--- config.mk ---
export PLATFORM = sky130hd
export DESIGN_NAME = bus_retry_ctrl
export DESIGN_NICKNAME = d
export VERILOG_FILES = /design/src/rtl/bto_pkg.sv /design/src/rtl/bto_timer.sv /design/src/rtl/bto_retry_cnt.sv /design/src/rtl/bus_retry_ctrl.sv
export SDC_FILE = /design/constraint.sdc
export NUM_CORES = 1
export LEC_CHECK = 0
export ABC_CLOCK_PERIOD_IN_PS = 2200
export BUFFER_PORTS_ARGS = -buffer_cell sky130_fd_sc_hd__buf_2
export CAP_MARGIN = 20
export CORE_MARGIN = 2
export CORE_UTILIZATION = 47
export DETAILED_ROUTE_END_ITERATION = 8
export PLACE_DENSITY = 0.91
export SLEW_MARGIN = 20
export SYNTH_ARGS = -nofsm -noshare
export SYNTH_HDL_FRONTEND = slang
export SYNTH_HIERARCHICAL = 1
export SYNTH_SLANG_ARGS = --single-unit
export TNS_END_PERCENT = 20
--- constraint.sdc ---
create_clock -name clk -period 2.2 [get_ports clk]
set_input_delay 0.66 -clock clk [delete_from_list [all_inputs] [get_ports clk]]
set_output_delay 0.66 -clock clk [all_outputs]
set_load 0.005 [all_outputs]
--- src/rtl/bto_pkg.sv ---
package bto_pkg;
    typedef enum logic [1:0] {
        ST_IDLE = 2'd0,
        ST_REQ  = 2'd1,
        ST_GAP  = 2'd2
    } bto_state_e;

    localparam int          CAUSE_W           = 8;
    localparam logic [7:0]  CAUSE_BUS_TIMEOUT = 8'h21;
endpackage

--- src/rtl/bto_timer.sv ---
module bto_timer #(
    parameter int LIMIT = 256
) (
    input  logic clk,
    input  logic rst_n,
    input  logic run_i,
    output logic expired_o
);
    localparam int CNT_W = (LIMIT > 1) ? $clog2(LIMIT) : 1;
    localparam logic [CNT_W-1:0] LAST = CNT_W'(LIMIT - 1);

    logic [CNT_W-1:0] cnt_d, cnt_q;

    assign expired_o = run_i && (cnt_q == LAST);

    always_comb begin
        cnt_d = cnt_q;
        if (!run_i || expired_o) cnt_d = '0;
        else                     cnt_d = cnt_q + 1'b1;
    end

    always_ff @(posedge clk) begin
        if (!rst_n) cnt_q <= '0;
        else        cnt_q <= cnt_d;
    end

    AST_TIMER_IN_WINDOW: assert property (@(posedge clk) disable iff (!rst_n)
        cnt_q <= LAST);
    AST_TIMER_RESTART: assert property (@(posedge clk) disable iff (!rst_n)
        !run_i |=> cnt_q == '0);
endmodule

--- src/rtl/bto_retry_cnt.sv ---
module bto_retry_cnt #(
    parameter int MAX_RETRY = 4
) (
    input  logic clk,
    input  logic rst_n,
    input  logic clr_i,
    input  logic inc_i,
    output logic last_o
);
    localparam int RW = $clog2(MAX_RETRY + 1);
    localparam logic [RW-1:0] TOP = RW'(MAX_RETRY);

    logic [RW-1:0] cnt_d, cnt_q;

    assign last_o = (cnt_q == TOP);

    always_comb begin
        cnt_d = cnt_q;
        if (clr_i)                 cnt_d = '0;
        else if (inc_i && !last_o) cnt_d = cnt_q + 1'b1;
    end

    always_ff @(posedge clk) begin
        if (!rst_n) cnt_q <= '0;
        else        cnt_q <= cnt_d;
    end

    AST_RETRY_BOUND: assert property (@(posedge clk) disable iff (!rst_n)
        cnt_q <= TOP);
    AST_RETRY_CLEARED: assert property (@(posedge clk) disable iff (!rst_n)
        clr_i |=> cnt_q == '0);
endmodule

--- src/rtl/bus_retry_ctrl.sv ---
module bus_retry_ctrl
    import bto_pkg::*;
#(
    parameter int ADDR_W    = 32,
    parameter int SEL_W     = 4,
    parameter int TIMEOUT   = 256,
    parameter int MAX_RETRY = 4
) (
    input  logic               clk,
    input  logic               rst_n,
    input  logic               start_i,
    input  logic [ADDR_W-1:0]  op_addr_i,
    input  logic               op_we_i,
    input  logic [SEL_W-1:0]   op_sel_i,
    output logic               bus_req_o,
    output logic [ADDR_W-1:0]  bus_addr_o,
    output logic               bus_we_o,
    output logic [SEL_W-1:0]   bus_sel_o,
    input  logic               bus_ack_i,
    output logic               done_o,
    output logic               exc_o,
    output logic [CAUSE_W-1:0] exc_cause_o,
    output logic [ADDR_W-1:0]  exc_addr_o
);
    typedef struct packed {
        bto_state_e        st;
        logic [ADDR_W-1:0] addr;
        logic              we;
        logic [SEL_W-1:0]  sel;
        logic              done;
        logic              exc;
    } ctl_t;

    ctl_t s_d, s_q;
    logic expired, last_try, accept, retry_inc;

    bto_timer #(.LIMIT(TIMEOUT)) u_timer (
        .clk       (clk),
        .rst_n     (rst_n),
        .run_i     (s_q.st == ST_REQ),
        .expired_o (expired)
    );

    bto_retry_cnt #(.MAX_RETRY(MAX_RETRY)) u_retry (
        .clk    (clk),
        .rst_n  (rst_n),
        .clr_i  (accept),
        .inc_i  (retry_inc),
        .last_o (last_try)
    );

    always_comb begin
        s_d       = s_q;
        s_d.done  = 1'b0;
        s_d.exc   = 1'b0;
        accept    = 1'b0;
        retry_inc = 1'b0;
        case (s_q.st)
            ST_IDLE: begin
                if (start_i) begin
                    accept   = 1'b1;
                    s_d.st   = ST_REQ;
                    s_d.addr = op_addr_i;
                    s_d.we   = op_we_i;
                    s_d.sel  = op_sel_i;
                end
            end
            ST_REQ: begin
                if (bus_ack_i) begin
                    s_d.st   = ST_IDLE;
                    s_d.done = 1'b1;
                end else if (expired) begin
                    if (last_try) begin
                        s_d.st  = ST_IDLE;
                        s_d.exc = 1'b1;
                    end else begin
                        s_d.st    = ST_GAP;
                        retry_inc = 1'b1;
                    end
                end
            end
            ST_GAP:  s_d.st = ST_REQ;
            default: s_d.st = ST_IDLE;
        endcase
    end

    always_ff @(posedge clk) begin
        if (!rst_n) begin
            s_q      <= '0;
            s_q.st   <= ST_IDLE;
        end else begin
            s_q <= s_d;
        end
    end

    assign bus_req_o   = (s_q.st == ST_REQ);
    assign bus_addr_o  = s_q.addr;
    assign bus_we_o    = s_q.we;
    assign bus_sel_o   = s_q.sel;
    assign done_o      = s_q.done;
    assign exc_o       = s_q.exc;
    assign exc_cause_o = s_q.exc ? CAUSE_BUS_TIMEOUT : '0;
    assign exc_addr_o  = s_q.exc ? s_q.addr : '0;

    AST_ACK_GIVES_DONE: assert property (@(posedge clk) disable iff (!rst_n)
        (bus_req_o && bus_ack_i) |=> (done_o && !bus_req_o));
    AST_DONE_PULSE: assert property (@(posedge clk) disable iff (!rst_n)
        done_o |=> !done_o);
    AST_EXC_PULSE: assert property (@(posedge clk) disable iff (!rst_n)
        exc_o |=> !exc_o);
    AST_NO_DUAL_END: assert property (@(posedge clk) disable iff (!rst_n)
        !(done_o && exc_o));
    AST_EXC_CAUSE: assert property (@(posedge clk) disable iff (!rst_n)
        exc_o |-> (exc_cause_o == CAUSE_BUS_TIMEOUT));
    AST_BUSY_START_IGNORED: assert property (@(posedge clk) disable iff (!rst_n)
        (bus_req_o && start_i) |=> $stable(bus_addr_o));
    AST_IDLE_ACK_IGNORED: assert property (@(posedge clk) disable iff (!rst_n)
        (!bus_req_o && bus_ack_i) |=> !done_o);
endmodule

==> results of run 1 <==
## cells in the final DEF (no fill, tap or decap), types with 2 or more instances in the layout
cell type	synthesis	layout
buf_4	45	4
nor2_1	7	7
clkbuf_8	0	5
nand2_1	76	76
conb_1	1	6
buf_2	5	114
inv_1	6	6
nand3b_1	3	3
nor3_1	2	2
mux2i_1	39	39
a21oi_1	6	6
and2_1	33	33
ha_1	3	3
nand3_1	4	4
xor2_1	2	2
dfxtp_1	52	52
## tightest hold or removal path, delay by kind of cell (launching register included)
family	cells	cell delay, ns
simple gates	1	0.05
mux	1	0.06
flops	1	0.32
## layout make-up
type                    count  area, sq um
multi-input cells         201         1250
repair buffers            119          621
inverters                   6         22.5
well taps                  72         90.1
clock inverters             1         5.00
fillers                   520         2430
flip-flops and latches     52         1040
clock buffers               6         72.6
## sequential cells by signal (all words and copies together) (netlist names)
name	flops
bus_addr_o	32
bus_sel_o	4
bus_we_o	1
done_o	1
exc_o	1
s_q	2
u_retry/cnt_q	3
u_timer/cnt_q	8
## power breakdown
part / internal (mW) / switching (mW) / leakage (nW)
Combinational: 0.114 / 0.110 / 1.13
Sequential: 0.990 / 0.0318 / 0.426
Clock: 0.217 / 0.285 / 0.0410
Total: 1.32 / 0.427 / 1.60
## routing by layer
layer | vias up | GRT usage, % | wire, um | share of wire [%]
li1 | 1104 | - | - | -
met1 | 959 | 17.9 | 2140 | 41
met2 | 71 | 30.8 | 2640 | 51
met3 | 6 | 3.15 | 338 | 6.5
met4 | 0 | 4.24 | 50 | 0.97
met5 | - | 0 | 0 | 0
## stage by stage
step | power [mW] | area (sq um) | setup slack, ns | utilization (%) | hold slack, ns
final | 1.75 | 3110 | 0.281 | 56.1 | 0.467
after floorplan | 1.24 | 2740 | 0.463 | - | 0.435
after CTS | 1.78 | 3110 | 0.295 | 56.1 | 0.472
after global placement | 1.26 | 3030 | 0.457 | 54.7 | 0.443
after detailed placement | 1.27 | 3030 | 0.322 | 54.7 | 0.451
after global routing | 1.85 | 3110 | 0.136 | 56.1 | 0.482
## cell families after synthesis
logic type | count (synthesis) | synth area share [%]
AND/OR/NAND/NOR | 138 | 25.6
buffers and inverters | 66 | 16.6
flip-flops | 52 | 38.2
multiplexers | 39 | 14.3
AO/OA/AOI/OAI | 12 | 2.76
adder cells (fa/ha/maj) | 3 | 1.38
XOR/XNOR | 3 | 0.965
other | 1 | 0.138
## worst max-delay path by stage
stage | to | cells after the start
6_report | u_retry/cnt_q[0] | 6
2_1_floorplan | u_retry/cnt_q[0] | 7
3_5_place_dp | u_retry/cnt_q[0] | 6
3_3_place_gp | u_retry/cnt_q[0] | 6
5_1_grt | u_retry/cnt_q[0] | 6
4_1_cts | u_retry/cnt_q[0] | 6
==> flow_metrics.env, run 1 <==
export IMPL_worstReg2RegEnd="u_retry/cnt_q[0]"
export IMPL_gp_congestion=0.775
export IMPL_min_period_ns=1.92
export IMPL_cts_root_buf="clkbuf_8"
export IMPL_grtUsageTotal_pct=16.1
export IMPL_holdBufCountCts=0
export IMPL_max_clock_freq_ghz=0.521
export IMPL_path_max_fanout=7
export IMPL_cts_tree="built"
export IMPL_r2r_setup_slack_ns=0.28
export IMPL_die_w_um=80.1
export IMPL_reg2reg_depth=6
export IMPL_ir_worst_vdd_mv=0.240
export IMPL_ys_warn_count=6
export IMPL_yosys_area_top_type_share_pct=38.2
export IMPL_drive_above_1_share_pct=33.5
export IMPL_cp_top_family="simple AND/OR/NAND/NOR gates"
export IMPL_final_nets=429
export IMPL_netlist_top_cells_area="dfxtp_1, mux2i_1, buf_4"
export IMPL_wirelength_um=5170
export IMPL_first_pass_iters=4
export IMPL_cp_end_kind="flip-flop"
export IMPL_fin_worst_skew_ns=0.00557
export IMPL_crit_start="u_timer/cnt_q[0]"
export IMPL_rr_startpoint="u_timer/cnt_q[0]"
export IMPL_maxSlewViolCount=0
export IMPL_hold_viol=0
export IMPL_tns_ns=0
export IMPL_h_tree_depth=2
export IMPL_clk_path_buf_depth=2
export IMPL_netlist_instances=314
export IMPL_rsz0062_at_grt="no"
export IMPL_ys_flop_type="dfxtp_1"
export IMPL_clk_pin_slew_ns=0.09
export IMPL_post_cts_setup_buffers=0
export IMPL_grt_pass1_wl_um=8440
export IMPL_yosysSeqAreaShare_pct=38.2
export IMPL_synth_common_cells="nand2_1, dfxtp_1, buf_4"
export IMPL_synthArstFlopShare_pct=0
export IMPL_p_leak_nw=1.60
export IMPL_max_stage_delay_ns=0.40
export IMPL_hpwl_um=3950
export IMPL_ys_seq_elements=52
export IMPL_cp_cell_sequence="ha_1 -> and4_1 -> nand4bb_1 -> nor2_1 -> a21boi_1 -> mux2i_1"
export IMPL_via_count=2140
export IMPL_cts_resized=0
export IMPL_status="finished clean"
export IMPL_die_y_um=80.1
export IMPL_grt_overflow_total=0
export IMPL_yosysMostFrequentCell="nand2_1"
export IMPL_viasPerCell=4.68
export IMPL_rows=27
export IMPL_synth_area_per_cell_sq_um=8.67
export IMPL_port_buffers=114
export IMPL_synth_top_area_cell="dfxtp_1"
export IMPL_slowest_stage="dfxtp_1"
export IMPL_worstPathRequired_ns=2.42
export IMPL_numCtsBuffers=5
export IMPL_powerDensity_nw_per_um2=563
export IMPL_core_sq_um=5540
export IMPL_ys_types=38
export IMPL_grt_start_max_net_pins=44
export IMPL_clock_latency_ns=0.29
export IMPL_setup_viol=0
export IMPL_area_growth_synth_to_final_pct=14.1
export IMPL_min_delay_start="bus_sel_o[3]"
export IMPL_synth_edff_count=0
export IMPL_drc_errors=0
export IMPL_hold_class="flip-flop to flip-flop"
export IMPL_antenna_found_initial=0
export IMPL_detail_route_wl_per_cell_um=11.3
export IMPL_synthesis_area_sq_um=2720
export IMPL_n_antenna_cell=0
export IMPL_critPathKind="flip-flop to flip-flop"
export IMPL_drt_initial_drc_count=47
export IMPL_num_io_pins=121
export IMPL_critPathBufInv=0
export IMPL_holdPathStages=2
export IMPL_ant_nets=0
export IMPL_hold_end="bus_sel_o[3]"
export IMPL_dp_cells=450
export IMPL_fin_cells=457
export IMPL_grt_pass1_vias=1966
export IMPL_arrival_ns=2.14
export IMPL_timing_final_crit_share_pct=87.2
export IMPL_floorplan_initialDensity_pct=49.1
export IMPL_setup_worst_path_start_class="flip-flop"
export IMPL_die_area_sq_um=6420
export IMPL_clkSinkCount=52
export IMPL_maxCapViolCount=0
(Power assumes the default switching activity.)
==> inputs of run 2 (changes only) <==
--- a/config.mk
+++ b/config.mk
@@ -9,9 +9,9 @@
 export BUFFER_PORTS_ARGS = -buffer_cell sky130_fd_sc_hd__buf_2
 export CAP_MARGIN = 20
 export CORE_MARGIN = 2
-export CORE_UTILIZATION = 47
+export CORE_UTILIZATION = 40
 export DETAILED_ROUTE_END_ITERATION = 8
-export PLACE_DENSITY = 0.91
+export PLACE_DENSITY = 0.81
 export SLEW_MARGIN = 20
 export SYNTH_ARGS = -nofsm -noshare
 export SYNTH_HDL_FRONTEND = slang
==> run 2 against run 1 <==
Effect of this change: clock-buffer cell count down 1; sequential share of layout area shrank 0.52 points; power rose by 14%; routed wire length increased by 3.0%; critical path depth decreased by 3; core utilization decreased by 8.8 points; clock skew grew 0.0031 ns; cell count grew 1.8%; sequential power about the same.
==> flow_metrics.env, run 2 (synthesis gave the netlist of run 1 again) <==
export IMPL_status="finished clean"
export IMPL_maxSlewViolCount=0
export IMPL_cts_resized=0
export IMPL_hpwl_um=3970
export IMPL_n_antenna_cell=0
export IMPL_setup_worst_path_start_class="flip-flop"
export IMPL_num_io_pins=121
export IMPL_cts_root_buf="clkbuf_8"
export IMPL_holdBufCountCts=0
export IMPL_rows=30
export IMPL_multi_input_area_sq_um=1250
export IMPL_powerDensity_nw_per_um2=633
export IMPL_drive_above_1_share_pct=33.8
export IMPL_port_buffers=114
export IMPL_numCtsBuffers=5
export IMPL_ir_worst_vdd_mv=0.255
export IMPL_h_tree_depth=2
export IMPL_fin_cells=465
export IMPL_final_nets=429
export IMPL_drt_initial_drc_count=61
export IMPL_clkSinkCount=52
export IMPL_post_cts_setup_buffers=0
export IMPL_max_stage_delay_ns=0.40
export IMPL_fillers=658
export IMPL_timing_final_crit_share_pct=88.1
export IMPL_cp_end_kind="output pin"
export IMPL_antenna_found_initial=0
export IMPL_drc_errors=0
export IMPL_via_count=2156
export IMPL_hold_viol=0
export IMPL_core_sq_um=6680
export IMPL_finalWorstSetupSlack_ns=0.262
export IMPL_grt_pass1_vias=1966
export IMPL_maxCapViolCount=0
export IMPL_grt_start_max_net_pins=48
export IMPL_post_route_util_pct=47.2
export IMPL_min_period_ns=1.94
export IMPL_worstPathRequired_ns=1.54
export IMPL_viasPerCell=4.64
export IMPL_layout_common_cells="buf_2, nand2_1, dfxtp_1, mux2i_1, and2_1"
export IMPL_path_max_fanout=32
export IMPL_regArea_sq_um=1040
export IMPL_holdWs_ns=0.458
export IMPL_area_growth_synth_to_final_pct=15.9
export IMPL_slowest_stage="dfxtp_1"
export IMPL_gp_congestion=0.801
export IMPL_largest_reg_flops=32
export IMPL_rsz0062_at_grt="no"
export IMPL_setup_viol=0
export IMPL_cts_tree="built"
export IMPL_preCtsSetupSlack_ns=0.327
export IMPL_fin_worst_skew_ns=0.00867
export IMPL_dp_cells=458
export IMPL_first_pass_iters=4
export IMPL_max_clock_freq_ghz=0.516
export IMPL_tns_ns=0
export IMPL_wirelength_um=5330
export IMPL_p_leak_nw=1.62
export IMPL_clk_path_buf_depth=2
export IMPL_grt_pass1_wl_um=8610
export IMPL_die_w_um=86.5
export IMPL_grtUsageTotal_pct=14.1
export IMPL_arrival_ns=1.28
export IMPL_clk_pin_slew_ns=0.09
export IMPL_hold_class="flip-flop to flip-flop"
export IMPL_critPathKind="flip-flop to output pin"
export IMPL_detail_route_wl_per_cell_um=11.5
export IMPL_die_area_sq_um=7480
export IMPL_floorplan_initialDensity_pct=40.7
export IMPL_grt_overflow_total=0
export IMPL_cp_cell_sequence="buf_4 -> and2_1 -> buf_2"
export IMPL_ant_nets=0
export IMPL_die_y_um=86.5
export IMPL_layout_commonest_cell="buf_2"
export IMPL_clock_latency_ns=0.30
-- run 2: cell types whose count changed in the layout (fill, tap and decap cells not counted), sizes merged --
| cell | delta |
|---|---|
| bufinv | +2 |
| clkbuf | -1 |
| clkinv | -1 |
-- run 2: final timing paths --
kind	startpoint	endpoint	cells after the start	slack, ns
min	bus_sel_o[2]	bus_sel_o[2]	2	0.46
max reg2reg	u_timer/cnt_q[0]	u_retry/cnt_q[1]	6	0.30
max	exc_o	exc_addr_o[28]	3	0.26
min reg2reg	bus_sel_o[2]	bus_sel_o[2]	2	0.46
-- run 2: critical path, delay by kind of cell, from the launching register on --
kind	cells	cell delay (ns)
DFF	1	0.40
and+or+nand+nor	1	0.17
buffers and inverters	2	0.40
-- run 2: per-layer routing --
layer | vias to the layer above | part of all wire, % | wire (um) | GRT usage (%)
met3 | 6 | 6.9 | 370 | 3.62
met5 | - | 0 | 0 | 0
met2 | 65 | 50 | 2640 | 24.8
li1 | 1102 | - | - | -
met1 | 983 | 43 | 2270 | 16.9
met4 | 0 | 0.90 | 48 | 3.98
-- run 2: power by group --
part	switching, mW	leakage [nW]	internal, mW
clock network	0.300	0.0642	0.448
registers	0.0322	0.426	0.990
logic	0.112	1.13	0.114
total	0.443	1.62	1.55
-- run 2: through the flow --
stage          power [mW]  area (sq um)
6_report             2.00          3150
5_1_grt              2.10          3150
4_1_cts              2.04          3150
3_5_place_dp         1.28          3030
3_3_place_gp         1.27          3030
2_1_floorplan        1.24          2740
-- run 2: final cells by class --
type / instances / share of cell area, %
Tap cell: 80 / 3.17
Multi-Input combinational cell: 201 / 39.7
Inverter: 6 / 0.714
Clock buffer: 5 / 2.18
Sequential cell: 52 / 33.0
Clock inverter: 2 / 1.90
Timing Repair Buffer: 119 / 19.3
==> inputs of run 3 (changes only) <==
--- a/config.mk
+++ b/config.mk
@@ -8,10 +8,12 @@
 export ABC_CLOCK_PERIOD_IN_PS = 2200
 export BUFFER_PORTS_ARGS = -buffer_cell sky130_fd_sc_hd__buf_2
 export CAP_MARGIN = 20
+export CORE_ASPECT_RATIO = 1.4
 export CORE_MARGIN = 2
 export CORE_UTILIZATION = 40
+export CTS_BUF_LIST = sky130_fd_sc_hd__clkbuf_4
 export DETAILED_ROUTE_END_ITERATION = 8
-export PLACE_DENSITY = 0.81
+export PLACE_DENSITY = 0.7
 export SLEW_MARGIN = 20
 export SYNTH_ARGS = -nofsm -noshare
 export SYNTH_HDL_FRONTEND = slang
==> run 3 against run 2 <==
Effect of this change: global-route usage decreased by 0.53 points; largest cell class unchanged; highest routed layer unchanged; combinational power increased by 4%; sequential power about the same.
==> flow_metrics.env, run 3 (synthesis gave the netlist of run 1 again) <==
export IMPL_status="finished clean"
export IMPL_p_leak_nw=1.59
export IMPL_core_sq_um=6570
export IMPL_antenna_found_initial=0
export IMPL_port_buffers=114
export IMPL_min_period_ns=1.92
export IMPL_post_route_util_pct=47.2
export IMPL_layout_common_cells="buf_2, nand2_1, dfxtp_1, mux2i_1, and2_1"
export IMPL_powerDensity_nw_per_um2=537
export IMPL_maxCapViolCount=0
export IMPL_clk_pin_slew_ns=0.14
export IMPL_area_growth_synth_to_final_pct=13.8
export IMPL_path_max_fanout=35
export IMPL_rsz0062_at_grt="no"
export IMPL_cp_top_family="buffers and inverters"
export IMPL_numCtsBuffers=5
export IMPL_setup_worst_path_start_class="flip-flop"
export IMPL_drive_above_1_share_pct=33.5
export IMPL_dp_cells=451
export IMPL_via_count=2126
export IMPL_floorplan_initialDensity_pct=41.4
export IMPL_die_y_um=102
export IMPL_hold_viol=0
export IMPL_max_clock_freq_ghz=0.520
export IMPL_setup_viol=0
export IMPL_drc_errors=0
export IMPL_maxSlewViolCount=0
export IMPL_max_stage_delay_ns=0.33
export IMPL_grt_overflow_total=0
export IMPL_largest_reg_flops=32
export IMPL_final_nets=428
export IMPL_cp_end_kind="output pin"
export IMPL_cts_resized=0
export IMPL_fin_worst_skew_ns=0.00547
export IMPL_fillers=649
export IMPL_die_area_sq_um=7490
export IMPL_grt_pass1_wl_um=8130
export IMPL_h_tree_depth=2
export IMPL_drt_initial_drc_count=57
export IMPL_slowest_stage="dfxtp_1"
export IMPL_layout_commonest_cell="buf_2"
export IMPL_grtUsageTotal_pct=13.6
export IMPL_hpwl_um=3850
export IMPL_cp_cell_sequence="buf_4 -> and2_1 -> buf_2"
export IMPL_fin_cells=459
export IMPL_slew_headroom_pct=65.9
export IMPL_ir_worst_vdd_mv=0.325
export IMPL_ant_nets=0
export IMPL_grt_start_max_net_pins=67
export IMPL_rows=35
export IMPL_holdBufCountCts=0
export IMPL_clk_path_buf_depth=2
export IMPL_num_io_pins=121
export IMPL_design_area_sq_um=3100
export IMPL_detail_route_wl_per_cell_um=11.2
export IMPL_placed_area_sq_um=3050
export IMPL_hold_class="flip-flop to flip-flop"
export IMPL_post_cts_setup_buffers=0
export IMPL_viasPerCell=4.63
export IMPL_clkSinkCount=52
export IMPL_tns_ns=0
export IMPL_gp_congestion=0.789
export IMPL_arrival_ns=1.26
export IMPL_grt_pass1_vias=1849
export IMPL_worstPathRequired_ns=1.54
export IMPL_timing_final_crit_share_pct=87.3
export IMPL_clock_latency_ns=0.35
export IMPL_cts_tree="built"
export IMPL_wirelength_um=5140
export IMPL_n_antenna_cell=0
export IMPL_first_pass_iters=4
export IMPL_worst_slew_pin_slew_ns=0.511
export IMPL_critPathKind="flip-flop to output pin"
export IMPL_cts_root_buf="clkbuf_4"
export IMPL_critPathBufInv=2
export IMPL_die_w_um=73.7
==> run 3: layout make-up <==
cell class	instances	area, sq um	area share, %
clock buffer	5	37.5	1.21
clock inverter	3	13.8	0.444
inverter	6	22.5	0.727
multi-input combinational	201	1250	40.5
sequential	52	1040	33.6
tap	74	92.6	2.99
timing repair buffer	118	638	20.6
==> run 3: per-stage QoR <==
stage / hold WS (ns) / total power [mW] / setup WS (ns)
floorplan: 0.435 / 1.24 / 0.463
global placement: 0.439 / 1.28 / 0.454
detailed placement: 0.446 / 1.28 / 0.351
CTS: 0.465 / 1.69 / 0.229
global route: 0.494 / 1.76 / 0.157
finish: 0.467 / 1.66 / 0.279
==> run 3: tightest hold or removal path, delay by kind of cell (launching register included) <==
family,cells,cell delay (ns)
multiplexers,1,0.05
flip-flops,1,0.33
AND/OR/NAND/NOR,1,0.05
==> run 3: metal layers <==
| metal | vias to the layer above | part of all wire (%) | global-route usage [%] |
|---|---|---|---|
| met5 | - | 0 | 0 |
| met4 | 0 | 2.0 | 6.15 |
| met3 | 9 | 6.1 | 3.18 |
| met2 | 81 | 50 | 22.7 |
| met1 | 935 | 42 | 16.3 |
| li1 | 1101 | - | - |
==> run 3: report_power, final <==
| part | leakage (nW) | switching, mW | internal [mW] | total [mW] |
|---|---|---|---|---|
| registers | 0.426 | 0.0317 | 0.991 | 1.02 |
| clock network | 0.0324 | 0.288 | 0.118 | 0.406 |
| logic | 1.14 | 0.112 | 0.122 | 0.234 |
==> run 3: path summary, 6_finish.rpt <==
kind / end / cells past startpoint / slack (ns) / from
setup / recovery: exc_addr_o[10] / 3 / 0.28 / exc_o
hold / removal: bus_we_o / 2 / 0.47 / bus_we_o
setup reg to reg: u_retry/cnt_q[0] / 6 / 0.32 / u_timer/cnt_q[0]
hold reg to reg: bus_we_o / 2 / 0.47 / bus_we_o
